[config.mk]
export PLATFORM = sky130hd
export DESIGN_NAME = adc_frame_reader
export DESIGN_NICKNAME = d
export VERILOG_FILES = /design/src/rtl/afr_pkg.sv /design/src/rtl/afr_drdy_sync.sv /design/src/rtl/afr_shift_in.sv /design/src/rtl/afr_sequencer.sv /design/src/rtl/adc_frame_reader.sv
export SDC_FILE = /design/constraint.sdc
export NUM_CORES = 1
export LEC_CHECK = 0
export BUFFER_PORTS_ARGS = -buffer_cell sky130_fd_sc_hd__buf_2
export CAP_MARGIN = 20
export CORE_MARGIN = 10
export CORE_UTILIZATION = 32
export CTS_BUF_LIST = sky130_fd_sc_hd__clkbuf_4 sky130_fd_sc_hd__clkbuf_8 sky130_fd_sc_hd__clkbuf_16
export CTS_CLUSTER_DIAMETER = 120
export DETAILED_ROUTE_END_ITERATION = 6
export PLACE_DENSITY_LB_ADDON = 0.08
export REMOVE_ABC_BUFFERS = 1
export SLEW_MARGIN = 15
export SYNTH_ARGS = -nofsm -noshare
export SYNTH_HDL_FRONTEND = slang
export SYNTH_SLANG_ARGS = --single-unit
[constraint.sdc]
create_clock -name clk -period 7.1 [get_ports clk]
set_input_delay 1.42 -clock clk [delete_from_list [all_inputs] [get_ports clk]]
set_output_delay 1.42 -clock clk [all_outputs]
set_load 0.01 [all_outputs]
[src/rtl/afr_pkg.sv]
package afr_pkg;

  localparam int unsigned WORD_MAX_W = 32;
  localparam int unsigned BITCNT_W   = 6;

  typedef enum logic [1:0] {
    ST_IDLE  = 2'd0,
    ST_LEAD  = 2'd1,
    ST_SHIFT = 2'd2,
    ST_TRAIL = 2'd3
  } afr_state_e;

  // Maps the word length code to a bit count: 0 -> 16, 1 -> 24, else 32.
  function automatic logic [BITCNT_W-1:0] wlen_bits(input logic [1:0] code);
    logic [BITCNT_W-1:0] n;
    case (code)
      2'd0:    n = BITCNT_W'(16);
      2'd1:    n = BITCNT_W'(24);
      default: n = BITCNT_W'(32);
    endcase
    return n;
  endfunction

endpackage

[src/rtl/afr_drdy_sync.sv]
module afr_drdy_sync #(
  parameter int unsigned SYNC_STAGES = 2
) (
  input  logic clk,
  input  logic rst_n,
  input  logic drdy_n_i,
  output logic fall_o
);

  logic [SYNC_STAGES-1:0] sync_q;
  logic                   last_q;

  always_ff @(posedge clk or negedge rst_n) begin
    if (!rst_n) begin
      sync_q <= '1;
      last_q <= 1'b1;
    end else begin
      sync_q <= {sync_q[SYNC_STAGES-2:0], drdy_n_i};
      last_q <= sync_q[SYNC_STAGES-1];
    end
  end

  assign fall_o = last_q & ~sync_q[SYNC_STAGES-1];

  AST_FALL_SINGLE: assert property (@(posedge clk) disable iff (!rst_n)
    fall_o |=> !fall_o) else $error("edge strobe held");

endmodule

[src/rtl/afr_shift_in.sv]
module afr_shift_in #(
  parameter int unsigned WORD_W = 32,
  parameter int unsigned IDX_W  = 4
) (
  input  logic              clk,
  input  logic              rst_n,
  input  logic              clr_i,
  input  logic              sample_i,
  input  logic              last_i,
  input  logic              miso_i,
  input  logic [IDX_W-1:0]  idx_i,
  output logic [WORD_W-1:0] data_o,
  output logic [IDX_W-1:0]  idx_o,
  output logic              valid_o
);

  logic [WORD_W-1:0] shift_q;
  logic [WORD_W-1:0] shift_d;
  logic [WORD_W-1:0] word_next;

  assign word_next = {shift_q[WORD_W-2:0], miso_i};

  always_comb begin
    shift_d = shift_q;
    if (clr_i) begin
      shift_d = '0;
    end else if (sample_i) begin
      shift_d = last_i ? '0 : word_next;
    end
  end

  always_ff @(posedge clk or negedge rst_n) begin
    if (!rst_n) begin
      shift_q <= '0;
    end else if (clr_i || sample_i) begin
      shift_q <= shift_d;
    end
  end

  always_ff @(posedge clk or negedge rst_n) begin
    if (!rst_n) begin
      data_o  <= '0;
      idx_o   <= '0;
      valid_o <= 1'b0;
    end else begin
      valid_o <= sample_i & last_i;
      if (sample_i && last_i) begin
        data_o <= word_next;
        idx_o  <= idx_i;
      end
    end
  end

  AST_VALID_PULSE: assert property (@(posedge clk) disable iff (!rst_n)
    valid_o |=> !valid_o) else $error("word strobe held");

endmodule

[src/rtl/afr_sequencer.sv]
module afr_sequencer
  import afr_pkg::*;
#(
  parameter int unsigned CLK_DIV   = 4,
  parameter int unsigned NUM_WORDS = 10,
  parameter int unsigned IDX_W     = 4
) (
  input  logic             clk,
  input  logic             rst_n,
  input  logic             start_i,
  input  logic [1:0]       cfg_wlen_i,
  input  logic             cfg_skip_i,
  output logic             sclk_o,
  output logic             cs_n_o,
  output logic             clr_o,
  output logic             sample_o,
  output logic             last_bit_o,
  output logic [IDX_W-1:0] widx_o,
  output logic             done_o,
  output logic             ovr_o
);

  localparam int unsigned HALF = CLK_DIV / 2;
  localparam int unsigned PH_W = (CLK_DIV > 1) ? $clog2(CLK_DIV) : 1;
  localparam logic [PH_W-1:0]  PH_LAST    = PH_W'(CLK_DIV - 1);
  localparam logic [PH_W-1:0]  PH_FALL    = PH_W'(HALF - 1);
  localparam logic [IDX_W-1:0] IDX_FULL   = IDX_W'(NUM_WORDS - 1);
  localparam logic [IDX_W-1:0] IDX_SHORT  = IDX_W'(NUM_WORDS - 2);

  afr_state_e            state_q, state_d;
  logic [PH_W-1:0]       phase_q, phase_d;
  logic [BITCNT_W-1:0]   bit_q, bit_d;
  logic [IDX_W-1:0]      widx_q, widx_d;
  logic [BITCNT_W-1:0]   wbits_q;
  logic                  skip_q;
  logic                  sclk_q, sclk_d;
  logic                  cs_n_q, cs_n_d;
  logic                  done_q, done_d;
  logic                  ovr_q, ovr_d;
  logic                  cfg_load;
  logic                  bit_end;
  logic                  word_end;
  logic                  sample;

  assign bit_end  = (bit_q == BITCNT_W'(wbits_q - BITCNT_W'(1)));
  assign word_end = (widx_q == (skip_q ? IDX_SHORT : IDX_FULL));

  always_comb begin
    state_d  = state_q;
    phase_d  = phase_q;
    bit_d    = bit_q;
    widx_d   = widx_q;
    sclk_d   = sclk_q;
    cs_n_d   = cs_n_q;
    done_d   = 1'b0;
    ovr_d    = start_i && (state_q != ST_IDLE);
    cfg_load = 1'b0;
    sample   = 1'b0;
    case (state_q)
      ST_IDLE: begin
        if (start_i) begin
          state_d  = ST_LEAD;
          cs_n_d   = 1'b0;
          phase_d  = '0;
          bit_d    = '0;
          widx_d   = '0;
          cfg_load = 1'b1;
        end
      end
      ST_LEAD: begin
        if (phase_q == PH_LAST) begin
          state_d = ST_SHIFT;
          phase_d = '0;
          sclk_d  = 1'b1;
        end else begin
          phase_d = phase_q + 1'b1;
        end
      end
      ST_SHIFT: begin
        phase_d = phase_q + 1'b1;
        if (phase_q == PH_FALL) begin
          sclk_d = 1'b0;
          sample = 1'b1;
        end
        if (phase_q == PH_LAST) begin
          phase_d = '0;
          if (bit_end && word_end) begin
            state_d = ST_TRAIL;
          end else begin
            sclk_d = 1'b1;
            if (bit_end) begin
              bit_d  = '0;
              widx_d = widx_q + 1'b1;
            end else begin
              bit_d  = bit_q + 1'b1;
            end
          end
        end
      end
      ST_TRAIL: begin
        if (phase_q == PH_LAST) begin
          state_d = ST_IDLE;
          phase_d = '0;
          cs_n_d  = 1'b1;
          done_d  = 1'b1;
        end else begin
          phase_d = phase_q + 1'b1;
        end
      end
      default: state_d = ST_IDLE;
    endcase
  end

  always_ff @(posedge clk or negedge rst_n) begin
    if (!rst_n) begin
      state_q <= ST_IDLE;
      phase_q <= '0;
      bit_q   <= '0;
      widx_q  <= '0;
      sclk_q  <= 1'b0;
      cs_n_q  <= 1'b1;
      done_q  <= 1'b0;
      ovr_q   <= 1'b0;
    end else begin
      state_q <= state_d;
      phase_q <= phase_d;
      bit_q   <= bit_d;
      widx_q  <= widx_d;
      sclk_q  <= sclk_d;
      cs_n_q  <= cs_n_d;
      done_q  <= done_d;
      ovr_q   <= ovr_d;
    end
  end

  always_ff @(posedge clk or negedge rst_n) begin
    if (!rst_n) begin
      wbits_q <= BITCNT_W'(16);
      skip_q  <= 1'b0;
    end else if (cfg_load) begin
      wbits_q <= wlen_bits(cfg_wlen_i);
      skip_q  <= cfg_skip_i;
    end
  end

  assign sclk_o     = sclk_q;
  assign cs_n_o     = cs_n_q;
  assign clr_o      = cfg_load;
  assign sample_o   = sample;
  assign last_bit_o = sample & bit_end;
  assign widx_o     = widx_q;
  assign done_o     = done_q;
  assign ovr_o      = ovr_q;

  AST_SCLK_IDLE_LOW: assert property (@(posedge clk) disable iff (!rst_n)
    cs_n_q |-> !sclk_q) else $error("sclk active without select");

  AST_DONE_AT_RELEASE: assert property (@(posedge clk) disable iff (!rst_n)
    done_q |-> $rose(cs_n_q)) else $error("done not at release");

  AST_NO_RESTART: assert property (@(posedge clk) disable iff (!rst_n)
    (start_i && state_q == ST_SHIFT) |=> state_q != ST_LEAD) else $error("frame restarted");

  AST_SKIP_NO_CRC: assert property (@(posedge clk) disable iff (!rst_n)
    (sample && skip_q) |-> widx_q != IDX_FULL) else $error("checksum clocked");

  AST_CFG_HELD: assert property (@(posedge clk) disable iff (!rst_n)
    (state_q != ST_IDLE && $past(state_q) != ST_IDLE) |-> ($stable(wbits_q) && $stable(skip_q)))
    else $error("config moved mid-frame");

endmodule

[src/rtl/adc_frame_reader.sv]
module adc_frame_reader
  import afr_pkg::*;
#(
  parameter int unsigned CLK_DIV     = 4,
  parameter int unsigned NUM_CH      = 8,
  parameter int unsigned SYNC_STAGES = 2,
  localparam int unsigned NUM_WORDS  = NUM_CH + 2,
  localparam int unsigned IDX_W      = $clog2(NUM_WORDS)
) (
  input  logic                  clk,
  input  logic                  rst_n,
  input  logic [1:0]            cfg_wlen,
  input  logic                  cfg_skip_crc,
  input  logic                  drdy_n,
  output logic                  spi_sclk,
  output logic                  spi_cs_n,
  output logic                  spi_mosi,
  input  logic                  spi_miso,
  output logic [WORD_MAX_W-1:0] word_data,
  output logic [IDX_W-1:0]      word_idx,
  output logic                  word_valid,
  output logic                  frame_done,
  output logic                  overrun
);

  logic             drdy_fall;
  logic             clr;
  logic             sample;
  logic             last_bit;
  logic [IDX_W-1:0] cur_idx;

  afr_drdy_sync #(.SYNC_STAGES(SYNC_STAGES)) u_sync (
    .clk      (clk),
    .rst_n    (rst_n),
    .drdy_n_i (drdy_n),
    .fall_o   (drdy_fall)
  );

  afr_sequencer #(
    .CLK_DIV   (CLK_DIV),
    .NUM_WORDS (NUM_WORDS),
    .IDX_W     (IDX_W)
  ) u_seq (
    .clk        (clk),
    .rst_n      (rst_n),
    .start_i    (drdy_fall),
    .cfg_wlen_i (cfg_wlen),
    .cfg_skip_i (cfg_skip_crc),
    .sclk_o     (spi_sclk),
    .cs_n_o     (spi_cs_n),
    .clr_o      (clr),
    .sample_o   (sample),
    .last_bit_o (last_bit),
    .widx_o     (cur_idx),
    .done_o     (frame_done),
    .ovr_o      (overrun)
  );

  afr_shift_in #(
    .WORD_W (WORD_MAX_W),
    .IDX_W  (IDX_W)
  ) u_shift (
    .clk      (clk),
    .rst_n    (rst_n),
    .clr_i    (clr),
    .sample_i (sample),
    .last_i   (last_bit),
    .miso_i   (spi_miso),
    .idx_i    (cur_idx),
    .data_o   (word_data),
    .idx_o    (word_idx),
    .valid_o  (word_valid)
  );

  assign spi_mosi = 1'b0;

  AST_IDX_RANGE: assert property (@(posedge clk) disable iff (!rst_n)
    word_valid |-> word_idx <= IDX_W'(NUM_WORDS - 1)) else $error("index out of range");

  AST_VALID_IN_FRAME: assert property (@(posedge clk) disable iff (!rst_n)
    word_valid |-> !spi_cs_n) else $error("word outside frame");

endmodule

==> impl_metrics.csv, run 1 <==
group,metric,value,unit
floorplan,core-area,12060,um2
finish,nNetsFinal,364,
global_routing,grt_overflow_total,0,
synth,seq_area_frac_synth,58.89,%
worst_setup_path,crit_path_start,"u_seq.wbits_q[4]",
clocking,clock_path_buffers,2,
power_and_ir_drop,ir_worst_vdd,0.0001017,V
worst_setup_path,cpPeakStageDelay,0.53,ns
clocking,post_cts_resized,0,
worst_setup_path,crit_fanout,25,
clocking,clk_latency,0.34,ns
clocking,cts.clk_slew.worst_paths,0.07,ns
finish,n_fill_cell,1178,
worst_hold_path,hold_path_class,"flop to flop",
finish,layout_common_cells,"dfrtp_1, buf_2, mux2_2",
placement,hpwlAfterDp,5286,um
timing,grt_setup_unrepaired,"no",
finish,final_common_cell,"dfrtp_1",
finish,layout-drive-gt1-share,33.81,%
placement,post-place-ws,4.136,ns
floorplan,die_w,131.3,um
worst_setup_path,end_kind,"flop",
floorplan,rows,40,
flow_run,maxCapViolCount,0,
floorplan,initial_core_util,32.85,%
global_routing,track_usage,10.25,%
clocking,holdBufCountCts,0,
detailed_routing,via_per_inst,4.898,
status,status,"finished, final reports clean",
finish,design_area,4726,um2
timing,setup_ws,4.481,ns
clocking,cts_setup_buffers,0,
timing,slew_viol_final,0,
worst_setup_path,required,7.32,ns
synth,synth_ff_type,"dfrtp_1",
synth,synth-edff-count,0,
worst_setup_path,slowest_stage,"dfstp_2",
synth,ys_seq_elements,93,
worst_hold_path,min_from,"u_sync.sync_q[0]",
worst_setup_path,crit_type,"flop to flop",
placement,dp_cells,502,
finish,synthToLayoutAreaGrowth,19.26,%
worst_setup_path,r2r-start,"u_seq.wbits_q[4]",
timing,timing.setup.tns,0,ns
global_routing,grt_pass1_vias,2605,
placement,io_buffers,47,
detailed_routing,drt-initial-drc-count,229,
timing,min_period,2.619,ns
floorplan,die_h,131.3,um
synth,syn_inst,301,
placement,routabilityCongestion,0.7030,
synth,synth_cell_type_count,56,
worst_setup_path,cp_top_family,"simple AND/OR/NAND/NOR gates",
detailed_routing,postRouteAntennaNets,0,
detailed_routing,wire_per_inst,16.39,um
floorplan,die_area,17230,um2
timing,hold_viol_final,0,
clocking,numCtsBuffers,9,
finish,finalNonFillerCells,520,
timing,slew_headroom,43.29,%
synth,syn_area,3963,um2
worst_setup_path,cp-start-kind,"flop",
synth,async_reset_ff_share,100.0,%
clocking,cts_sinks,93,
global_routing,grt_max_degree,78,
power_and_ir_drop,power_density,318.3,nW/um2
timing,clock.fmax,381.8,MHz
synth,syn-mean-instance-area,13.16,um2
worst_setup_path,path_buf_inv,2,
power_and_ir_drop,finalPower,1.504,mW
worst_setup_path,cp_cell_sequence,"inv_1, ha_1, xnor3_1, nand4_2, nor2_4, buf_12, mux2_2",
clocking,cts-root-buf,"clkbuf_16",
detailed_routing,dr.pass1.iters,4,
timing,fin_crit_sh,36.89,%
detailed_routing,drc_errors,0,
finish,multi_input_area,1518,um2
detailed_routing,via_count,2547,
timing,skew,0.01161,ns
floorplan,top_level_ports,49,
clocking,cts_max_level,3,
worst_setup_path,cp_data_arrival_time,2.84,ns
timing,tightest_slew,0.8475,ns
global_routing,grt_pass1_wl,14550,um
finish,antenna_cells,0,
global_routing,antenna_found_initial,0,
clocking,cts_tree,"built",
finish,seq_area,2333,um2
power_and_ir_drop,leakage,2.354,nW
timing,setup_viol,0,
detailed_routing,drt-total-wl,8524,um
synth,yosys_warnings,0,
placement,placed_area,4367,um2
-- path summary, 6_finish.rpt --
| path | slack [ns] | endpoint | cells past startpoint |
|---|---|---|---|
| min in group asynchronous | 0.93 | u_seq.bit_q[0] | 1 |
| min reg2reg | 0.36 | u_sync.sync_q[1] | 0 |
| max | 4.48 | u_shift.data_o[27] | 7 |
| min | 0.36 | u_sync.sync_q[1] | 0 |
| max in group asynchronous | 5.23 | u_seq.cs_n_o | 3 |
| max reg2reg | 4.48 | u_shift.data_o[27] | 7 |
-- per-stage QoR --
stage | util (%) | hold slack [ns]
after floorplan | - | 0.3452
after global placement | 36.15 | 0.3465
after detailed placement | 36.20 | 0.3473
after CTS | 38.79 | 0.3582
after global routing | 39.18 | 0.3592
final | 39.18 | 0.3576
-- cell usage after synthesis (2+ instances only) --
library cell	number	area, um2
dfrtp_1	88	2202
mux2_2	38	427.9
a22o_1	31	271.5
nand2_1	16	60.06
ha_1	10	125.1
inv_1	10	37.54
clkbuf_1	8	30.03
nor2_1	7	26.28
a21oi_1	6	30.03
buf_2	6	30.03
nand3_1	6	30.03
dfstp_2	5	131.4
buf_4	4	30.03
nand4_1	4	25.02
o211ai_1	4	30.03
or4_1	4	30.03
a21o_1	3	22.52
mux2i_1	3	30.03
nor3_1	3	15.01
o21ai_0	3	15.01
and2_1	2	12.51
and4_1	2	17.52
mux2_1	2	22.52
nand2b_1	2	12.51
o32a_1	2	20.02
xor2_1	2	17.52
-- flip-flops by register name, indices dropped and copies added (netlist names) --
register	flops
u_shift.idx_o	4
u_seq.skip_q	1
u_seq.widx_o	4
u_seq.phase_q	2
u_shift.data_o	32
u_seq.ovr_o	1
u_sync.last_q	1
u_shift.valid_o	1
u_seq.wbits_q	3
u_shift.shift_q	31
u_seq.bit_q	6
u_seq.sclk_o	1
u_seq.state_q	2
u_seq.cs_n_o	1
u_sync.sync_q	2
u_seq.done_o	1
-- worst reg2reg max path: stages, from the launching register on --
cell and delay, ns:
dfstp_2 0.53, inv_1 0.04, ha_1 0.17, xnor3_1 0.39
nand4_2 0.29, nor2_4 0.48, buf_12 0.26, mux2_2 0.36
-- area by class of cell --
type | count | area share [%]
flip-flops and latches | 93 | 49.38
multi-input cells | 180 | 32.12
repair buffers | 53 | 6.672
clock buffers | 9 | 4.766
well taps | 168 | 4.448
clock inverters | 7 | 1.827
inverters | 10 | 0.7943
-- logic make-up (layout without fill, tap and decap cells) --
logic type      Yosys count  after routing  share of synthesized area [%]
flops                    93             93                          58.89
compound gates           64             64                          12.92
simple gates             58             58                          8.368
mux                      43             43                          12.13
buf+inv                  28             79                          3.221
fa+ha+maj                10             10                          3.158
xor+xnor                  4              4                          1.232
other cells               1              1                        0.09464
-- power by group --
part	total [mW]	internal [mW]	switching [mW]
combinational	0.371	0.141	0.229
sequential	0.631	0.585	0.0455
clock	0.503	0.281	0.222
total	1.50	1.01	0.497
-- routing by layer --
layer	vias up	global-route usage, %	share of wire (%)
li1	1206	-	-
met5	-	0	0
met4	0	5.006	1.7
met1	1271	14.50	51
met3	10	2.439	4.8
met2	60	14.23	43
Power figures use the tool's default switching activity.
==> run 2, diff against run 1 <==
--- a/config.mk
+++ b/config.mk
@@ -5,6 +5,7 @@
 export SDC_FILE = /design/constraint.sdc
 export NUM_CORES = 1
 export LEC_CHECK = 0
+export ABC_AREA = 1
 export BUFFER_PORTS_ARGS = -buffer_cell sky130_fd_sc_hd__buf_2
 export CAP_MARGIN = 20
 export CORE_MARGIN = 10
==> constraint.sdc (replaced) <==
create_clock -name clk -period 2.34 [get_ports clk]
set_input_delay 0.468 -clock clk [delete_from_list [all_inputs] [get_ports clk]]
set_output_delay 0.468 -clock clk [all_outputs]
set_load 0.01 [all_outputs]
==> run 2 against run 1 <==
  * Sequential power rose to 2.9 times the previous value
  * Global-route usage rose by 0.93 points
  * Synthesized cell count rose by 60%
  * Sequential share of layout area fell by 1.6 points
==> impl_metrics.csv, run 2 <==
group,metric,value,unit
floorplan,rows,41,
floorplan,die_area,18070,um2
worst_setup_path,cp-start-kind,"flop",
global_routing,track_usage,11.18,%
worst_setup_path,end_kind,"flop",
synth,synth_most_common_cell,"nand2_1",
global_routing,grt_pass1_wl,16480,um
finish,n_fill_cell,1366,
placement,hpwlAfterDp,6312,um
placement,io_buffers,47,
clocking,cts_max_level,3,
timing,skew,0.008795,ns
placement,dp_cells,687,
detailed_routing,drt-total-wl,9652,um
worst_setup_path,crit_fanout,18,
finish,layout-drive-gt1-share,17.89,%
timing,hold_viol_final,0,
clocking,post_cts_resized,0,
global_routing,grt_overflow_total,0,
floorplan,core-area,12720,um2
finish,multi_input_area,1592,um2
worst_hold_path,hold_path_class,"input port to asynchronous set/reset pin",
flow_run,maxCapViolCount,0,
worst_setup_path,required,2.62,ns
synth,synth_ff_type,"dfrtp_1",
synth,post-synth-top-area-fraction,52.55,%
timing,min_period,2.123,ns
synth,syn_inst,482,
status,status,"finished, final reports clean",
power_and_ir_drop,power.internal,2.970,mW
clocking,cts_setup_buffers,0,
clocking,holdBufCountCts,0,
clocking,clk_latency,0.35,ns
timing,clock.fmax,471.1,MHz
global_routing,grt_pass1_vias,3295,
synth,synthTopCellsByArea,"dfrtp_1, nand2_1, nand3_1",
power_and_ir_drop,power_density,917.6,nW/um2
detailed_routing,via_per_inst,4.536,
synth,seq_area_frac_synth,55.69,%
floorplan,initial_core_util,32.94,%
synth,async_reset_ff_share,100.0,%
worst_setup_path,cp_data_arrival_time,2.40,ns
synth,syn-mean-instance-area,8.694,um2
global_routing,antenna_found_initial,0,
synth,yosysTopAreaCell,"dfrtp_1",
synth,synth-edff-count,0,
floorplan,top_level_ports,49,
detailed_routing,dr.pass1.iters,4,
power_and_ir_drop,swShare,33.73,%
placement,routabilityCongestion,0.7781,
power_and_ir_drop,p_sw,1.512,mW
clocking,clock_path_buffers,2,
timing,fin_crit_sh,90.72,%
detailed_routing,drc_errors,0,
finish,seq_area,2333,um2
synth,yosys_warnings,0,
timing,setup_viol,0,
synth,syn_area,4190,um2
timing,holdWs,0.07841,ns
finish,top_register,"u_shift.data_o",
worst_setup_path,r2r_cells,12,
timing,slew_headroom,65.31,%
finish,largest_reg_flops,32,
power_and_ir_drop,ir_worst_vdd,0.0003109,V
timing,grt_setup_unrepaired,"no",
worst_setup_path,r2r-end,"u_shift.shift_q[28]",
detailed_routing,drt-initial-drc-count,200,
finish,top_regs,"u_shift.data_o (32), u_shift.shift_q (31), u_seq.bit_q (6)",
worst_setup_path,crit_type,"flop to flop",
synth,ys_seq_elements,93,
detailed_routing,via_count,3189,
finish,finalNonFillerCells,703,
synth,synth_cell_type_count,29,
finish,synthToLayoutAreaGrowth,16.57,%
power_and_ir_drop,power.share.clock,33.9,%
clocking,cts.clk_slew.worst_paths,0.07,ns
floorplan,die_w,134.4,um
worst_setup_path,r2r-start,"u_seq.wbits_q[4]",
finish,fin_util,38.40,%
finish,final_common_cell,"nand2_1",
finish,antenna_cells,0,
clocking,cts_sinks,93,
clocking,cts-root-buf,"clkbuf_16",
power_and_ir_drop,comb_power_share,24.8,%
finish,nNetsFinal,544,
placement,placed_area,4568,um2
clocking,cts_tree,"built",
global_routing,grt_max_degree,46,
power_and_ir_drop,seqPwrFrac,41.3,%
power_and_ir_drop,leakage,2.723,nW
detailed_routing,postRouteAntennaNets,0,
timing,tightest_slew,0.5196,ns
clocking,numCtsBuffers,9,
finish,layout_common_cells,"nand2_1, dfrtp_1, buf_2",
detailed_routing,wire_per_inst,13.73,um
finish,design_area,4885,um2
timing,slew_viol_final,0,
worst_setup_path,r2r_setup_slack,0.22,ns
synth,ys_top_cells_by_count,"nand2_1, dfrtp_1, nand3_1, o21ai_1, o21ai_0",
floorplan,die_h,134.4,um
[run 2: changes by cell type in the layout (fill, tap and decap cells not counted), moves of 4 or more]
cell	change
o211ai_1	-4
o21ai_1	+25
inv_1	+11
inv_2	+8
a22o_1	-31
nor2_1	+9
o21ai_0	+21
nand2_1	+178
or4_1	-4
mux2_2	-37
nand4_1	+4
nand3_1	+37
[run 2: how the worst max path moves through the flow]
stage | startpoint | end | depth (start not counted)
floorplan | u_seq.state_q[0] | u_shift.idx_o[0] | 6
global placement | u_seq.wbits_q[4] | u_shift.shift_q[13] | 12
detailed placement | u_seq.wbits_q[4] | u_shift.shift_q[13] | 12
CTS | u_seq.wbits_q[4] | u_shift.shift_q[13] | 12
global route | u_seq.wbits_q[4] | u_shift.shift_q[20] | 12
finish | u_seq.wbits_q[4] | u_shift.shift_q[28] | 12
[run 2: per-stage QoR]
step           worst slack [ns]  power, mW  setup TNS, ns
2_1_floorplan          -0.04978      2.654       -0.04978
3_3_place_gp             0.2623      2.981              0
4_1_cts                  0.1958      4.528              0
5_1_grt                 0.02428      4.784              0
3_5_place_dp             0.2116      2.988              0
6_report                 0.2171      4.482              0
[run 2: critical path, cell delays in order (launching register included)]
cell	delay (ns)
dfstp_2	0.51
inv_1	0.05
ha_1	0.28
inv_1	0.04
nand2_1	0.05
nand2_1	0.07
nand2_2	0.08
nor2_4	0.04
nand2_4	0.20
nand2_4	0.16
nor2_4	0.36
nand3_1	0.11
nand2_1	0.08
[run 2: area by class of cell]
type | count | area share [%]
inverter | 29 | 2.228
clock inverter | 3 | 0.9221
sequential | 93 | 47.77
clock buffer | 12 | 5.328
timing repair buffer | 56 | 6.762
tap | 172 | 4.406
multi-input combinational | 338 | 32.58
[run 2: cells by family after synthesis]
family	after synthesis	synth area share, %
compound gates	54	6.659
xor+xnor	2	0.4181
fa+ha+maj	10	2.986
buf+inv	52	6.599
flops	93	55.69
mux	1	0.2687
other cells	1	0.08949
simple gates	269	27.29
[run 2: power groups by stage]
stage	Clock (mW)	Combinational, mW	Sequential [mW]
floorplan	0	0.795	1.86
global placement	0	1.10	1.88
detailed placement	0	1.11	1.88
CTS	1.57	1.11	1.85
global route	1.62	1.30	1.86
finish	1.52	1.11	1.85
[run 2: routing by layer]
metal | vias to the layer above | track usage, % | wire [um]
met5 | - | 0 | 0
met4 | 0 | 5.018 | 126
met3 | 10 | 2.987 | 446
met2 | 53 | 16.60 | 4267
met1 | 1500 | 14.84 | 4812
li1 | 1626 | - | -
==> run 3, diff against run 2 <==
==> constraint.sdc (replaced) <==
create_clock -name clk -period 2.34 [get_ports clk]
set_input_delay 0.351 -clock clk [delete_from_list [all_inputs] [get_ports clk]]
set_output_delay 0.351 -clock clk [all_outputs]
set_load 0.01 [all_outputs]
==> run 3 against run 2 <==
  * Core utilization hardly changed
  * Sequential cell count did not move
  * Largest cell class unchanged
  * Total power down 0.75%
  * Largest power group unchanged
  * Wire length shrank 1.3%
  * Register-to-register slack barely moved
  * Final area is essentially flat
  * Clock power fell by 3%
  * First-iteration DRC count is 5.5% lower
  * Setup slack better by 0.00072 ns
  * Clock skew is 0.0012 ns higher
==> impl_metrics.csv, run 3 (synthesis gave the netlist of run 2 again) <==
group,metric,value,unit
global_routing,grt_pass1_wl,16750,um
timing,fin_crit_sh,90.69,%
timing,slew_headroom,64.26,%
timing,slew_viol_final,0,
detailed_routing,drt-initial-drc-count,189,
detailed_routing,via_per_inst,4.583,
finish,layout-drive-gt1-share,17.70,%
finish,nNetsFinal,545,
worst_setup_path,cp_cell_sequence,"inv_1, ha_1, inv_1, nand2_1, nand2_1, nand2_2, nor2_4, nand2_4, nand2_4, nor2_4, nand3_1, nand2_1",
global_routing,grt_pass1_vias,3379,
worst_setup_path,cpPeakStageDelay,0.51,ns
worst_setup_path,r2r_setup_slack,0.22,ns
power_and_ir_drop,power_density,911.2,nW/um2
timing,clock.fmax,471.2,MHz
status,status,"finished, final reports clean",
worst_setup_path,cp_data_arrival_time,2.41,ns
worst_setup_path,path_buf_inv,2,
worst_setup_path,crit_fanout,18,
clocking,cts.clk_slew.worst_paths,0.07,ns
worst_hold_path,min_to,"u_sync.sync_q[0]",
finish,top_regs,"u_shift.data_o (32), u_shift.shift_q (31), u_seq.bit_q (6)",
clocking,clock_path_buffers,2,
timing,min_period,2.122,ns
finish,finalNonFillerCells,703,
detailed_routing,drt-total-wl,9527,um
finish,top_register,"u_shift.data_o",
timing,holdWs,0.1023,ns
floorplan,initial_core_util,32.94,%
floorplan,die_w,134.4,um
floorplan,die_h,134.4,um
global_routing,grt_max_degree,46,
worst_setup_path,slowest_stage,"dfstp_2",
flow_run,maxCapViolCount,0,
floorplan,core-area,12720,um2
timing,hold_viol_final,0,
finish,antenna_cells,0,
global_routing,antenna_found_initial,0,
floorplan,rows,41,
clocking,clk_latency,0.35,ns
clocking,cts_max_level,3,
worst_hold_path,min_from,"drdy_n",
placement,hpwlAfterDp,6221,um
detailed_routing,drc_errors,0,
finish,largest_reg_flops,32,
worst_setup_path,crit_type,"flop to flop",
power_and_ir_drop,finalPower,4.449,mW
worst_setup_path,r2r-end,"u_shift.shift_q[20]",
timing,tightest_slew,0.5353,ns
clocking,cts-root-buf,"clkbuf_16",
worst_setup_path,required,2.63,ns
floorplan,die_area,18070,um2
placement,dp_cells,687,
power_and_ir_drop,leakage,2.724,nW
worst_hold_path,hold_path_class,"input port to flop",
clocking,cts_tree,"built",
worst_setup_path,r2r-start,"u_seq.wbits_q[4]",
timing,setup_viol,0,
timing,skew,0.01004,ns
detailed_routing,wire_per_inst,13.55,um
detailed_routing,postRouteAntennaNets,0,
timing,grt_setup_unrepaired,"no",
worst_setup_path,r2r_cells,12,
power_and_ir_drop,ir_worst_vdd,0.0003686,V
global_routing,track_usage,11.29,%
floorplan,top_level_ports,49,
worst_hold_path,hold_path_depth,1,
worst_setup_path,cp_top_family,"simple AND/OR/NAND/NOR gates",
clocking,cts_sinks,93,
global_routing,grt_overflow_total,0,
placement,io_buffers,47,
clocking,numCtsBuffers,9,
worst_setup_path,end_kind,"flop",
placement,routabilityCongestion,0.7497,
finish,final_common_cell,"nand2_1",
finish,synthToLayoutAreaGrowth,16.51,%
detailed_routing,via_count,3222,
placement,placed_area,4568,um2
finish,design_area,4882,um2
worst_setup_path,cp-start-kind,"flop",
detailed_routing,dr.pass1.iters,4,
worst_setup_path,crit_top_cell,"nand2_1",
timing,timing.setup.tns,0,ns
finish,layout_common_cells,"nand2_1, dfrtp_1, buf_2",
clocking,post_cts_resized,0,
[run 3: changes by cell type in the layout (fill, tap and decap cells not counted)]
cell           change
dlygate4sd3_1      +1
clkinvlp_4         -1
clkbuf_8           -1
inv_6              +1
[run 3: power breakdown]
| part | switching (mW) | total, mW | internal (mW) | leakage [nW] |
|---|---|---|---|---|
| Sequential | 0.101 | 1.85 | 1.75 | 1.26 |
| Combinational | 0.786 | 1.12 | 0.334 | 1.32 |
| Clock | 0.619 | 1.48 | 0.862 | 0.142 |
[run 3: how the worst max path moves through the flow]
stage,slack (ns),depth (start not counted),start,end
final,0.22,12,u_seq.wbits_q[4],u_shift.shift_q[20]
after global routing,0.02,12,u_seq.wbits_q[4],u_shift.shift_q[20]
after global placement,0.26,12,u_seq.wbits_q[4],u_shift.shift_q[29]
after CTS,0.20,12,u_seq.wbits_q[4],u_shift.shift_q[13]
after detailed placement,0.22,12,u_seq.wbits_q[4],u_shift.shift_q[29]
after floorplan,-0.05,6,u_seq.state_q[0],u_shift.idx_o[0]
[run 3: routing by layer]
| metal | vias up | wire [um] | track usage, % |
|---|---|---|---|
| li1 | 1628 | - | - |
| met1 | 1526 | 4704 | 14.41 |
| met2 | 54 | 4200 | 17.37 |
| met3 | 14 | 457 | 3.323 |
| met4 | 0 | 163 | 4.716 |
| met5 | - | 0 | 0 |
[run 3: timing repair]
action | CTS | global route
hold endpoints to repair | 20 | 0
setup buffers | 0 | 0
setup endpoints to repair | 0 | 6
hold buffers | 1 | 0
[run 3: worst reg2reg max path, cell delays in order, from the launching register on]
cell and delay [ns]:
dfstp_2 0.51, inv_1 0.04, ha_1 0.29, inv_1 0.04
nand2_1 0.05, nand2_1 0.08, nand2_2 0.08, nor2_4 0.05
nand2_4 0.20, nand2_4 0.16, nor2_4 0.36, nand3_1 0.12
nand2_1 0.08
[run 3: final cells by class]
class	instances	area (um2)
Timing Repair Buffer	57	340.3
Multi-Input combinational cell	338	1592
Clock inverter	3	46.29
Tap cell	172	215.2
Inverter	29	108.9
Fill cell	1375	7840
Clock buffer	11	246.5
Sequential cell	93	2333
[run 3: per-stage QoR]
| step | utilization, % | setup WS, ns |
|---|---|---|
| 3_5_place_dp | 35.91 | 0.2249 |
| 2_1_floorplan | - | -0.04978 |
| 6_report | 38.38 | 0.2178 |
| 4_1_cts | 38.29 | 0.2001 |
| 5_1_grt | 38.38 | 0.01833 |
| 3_3_place_gp | 35.91 | 0.2643 |
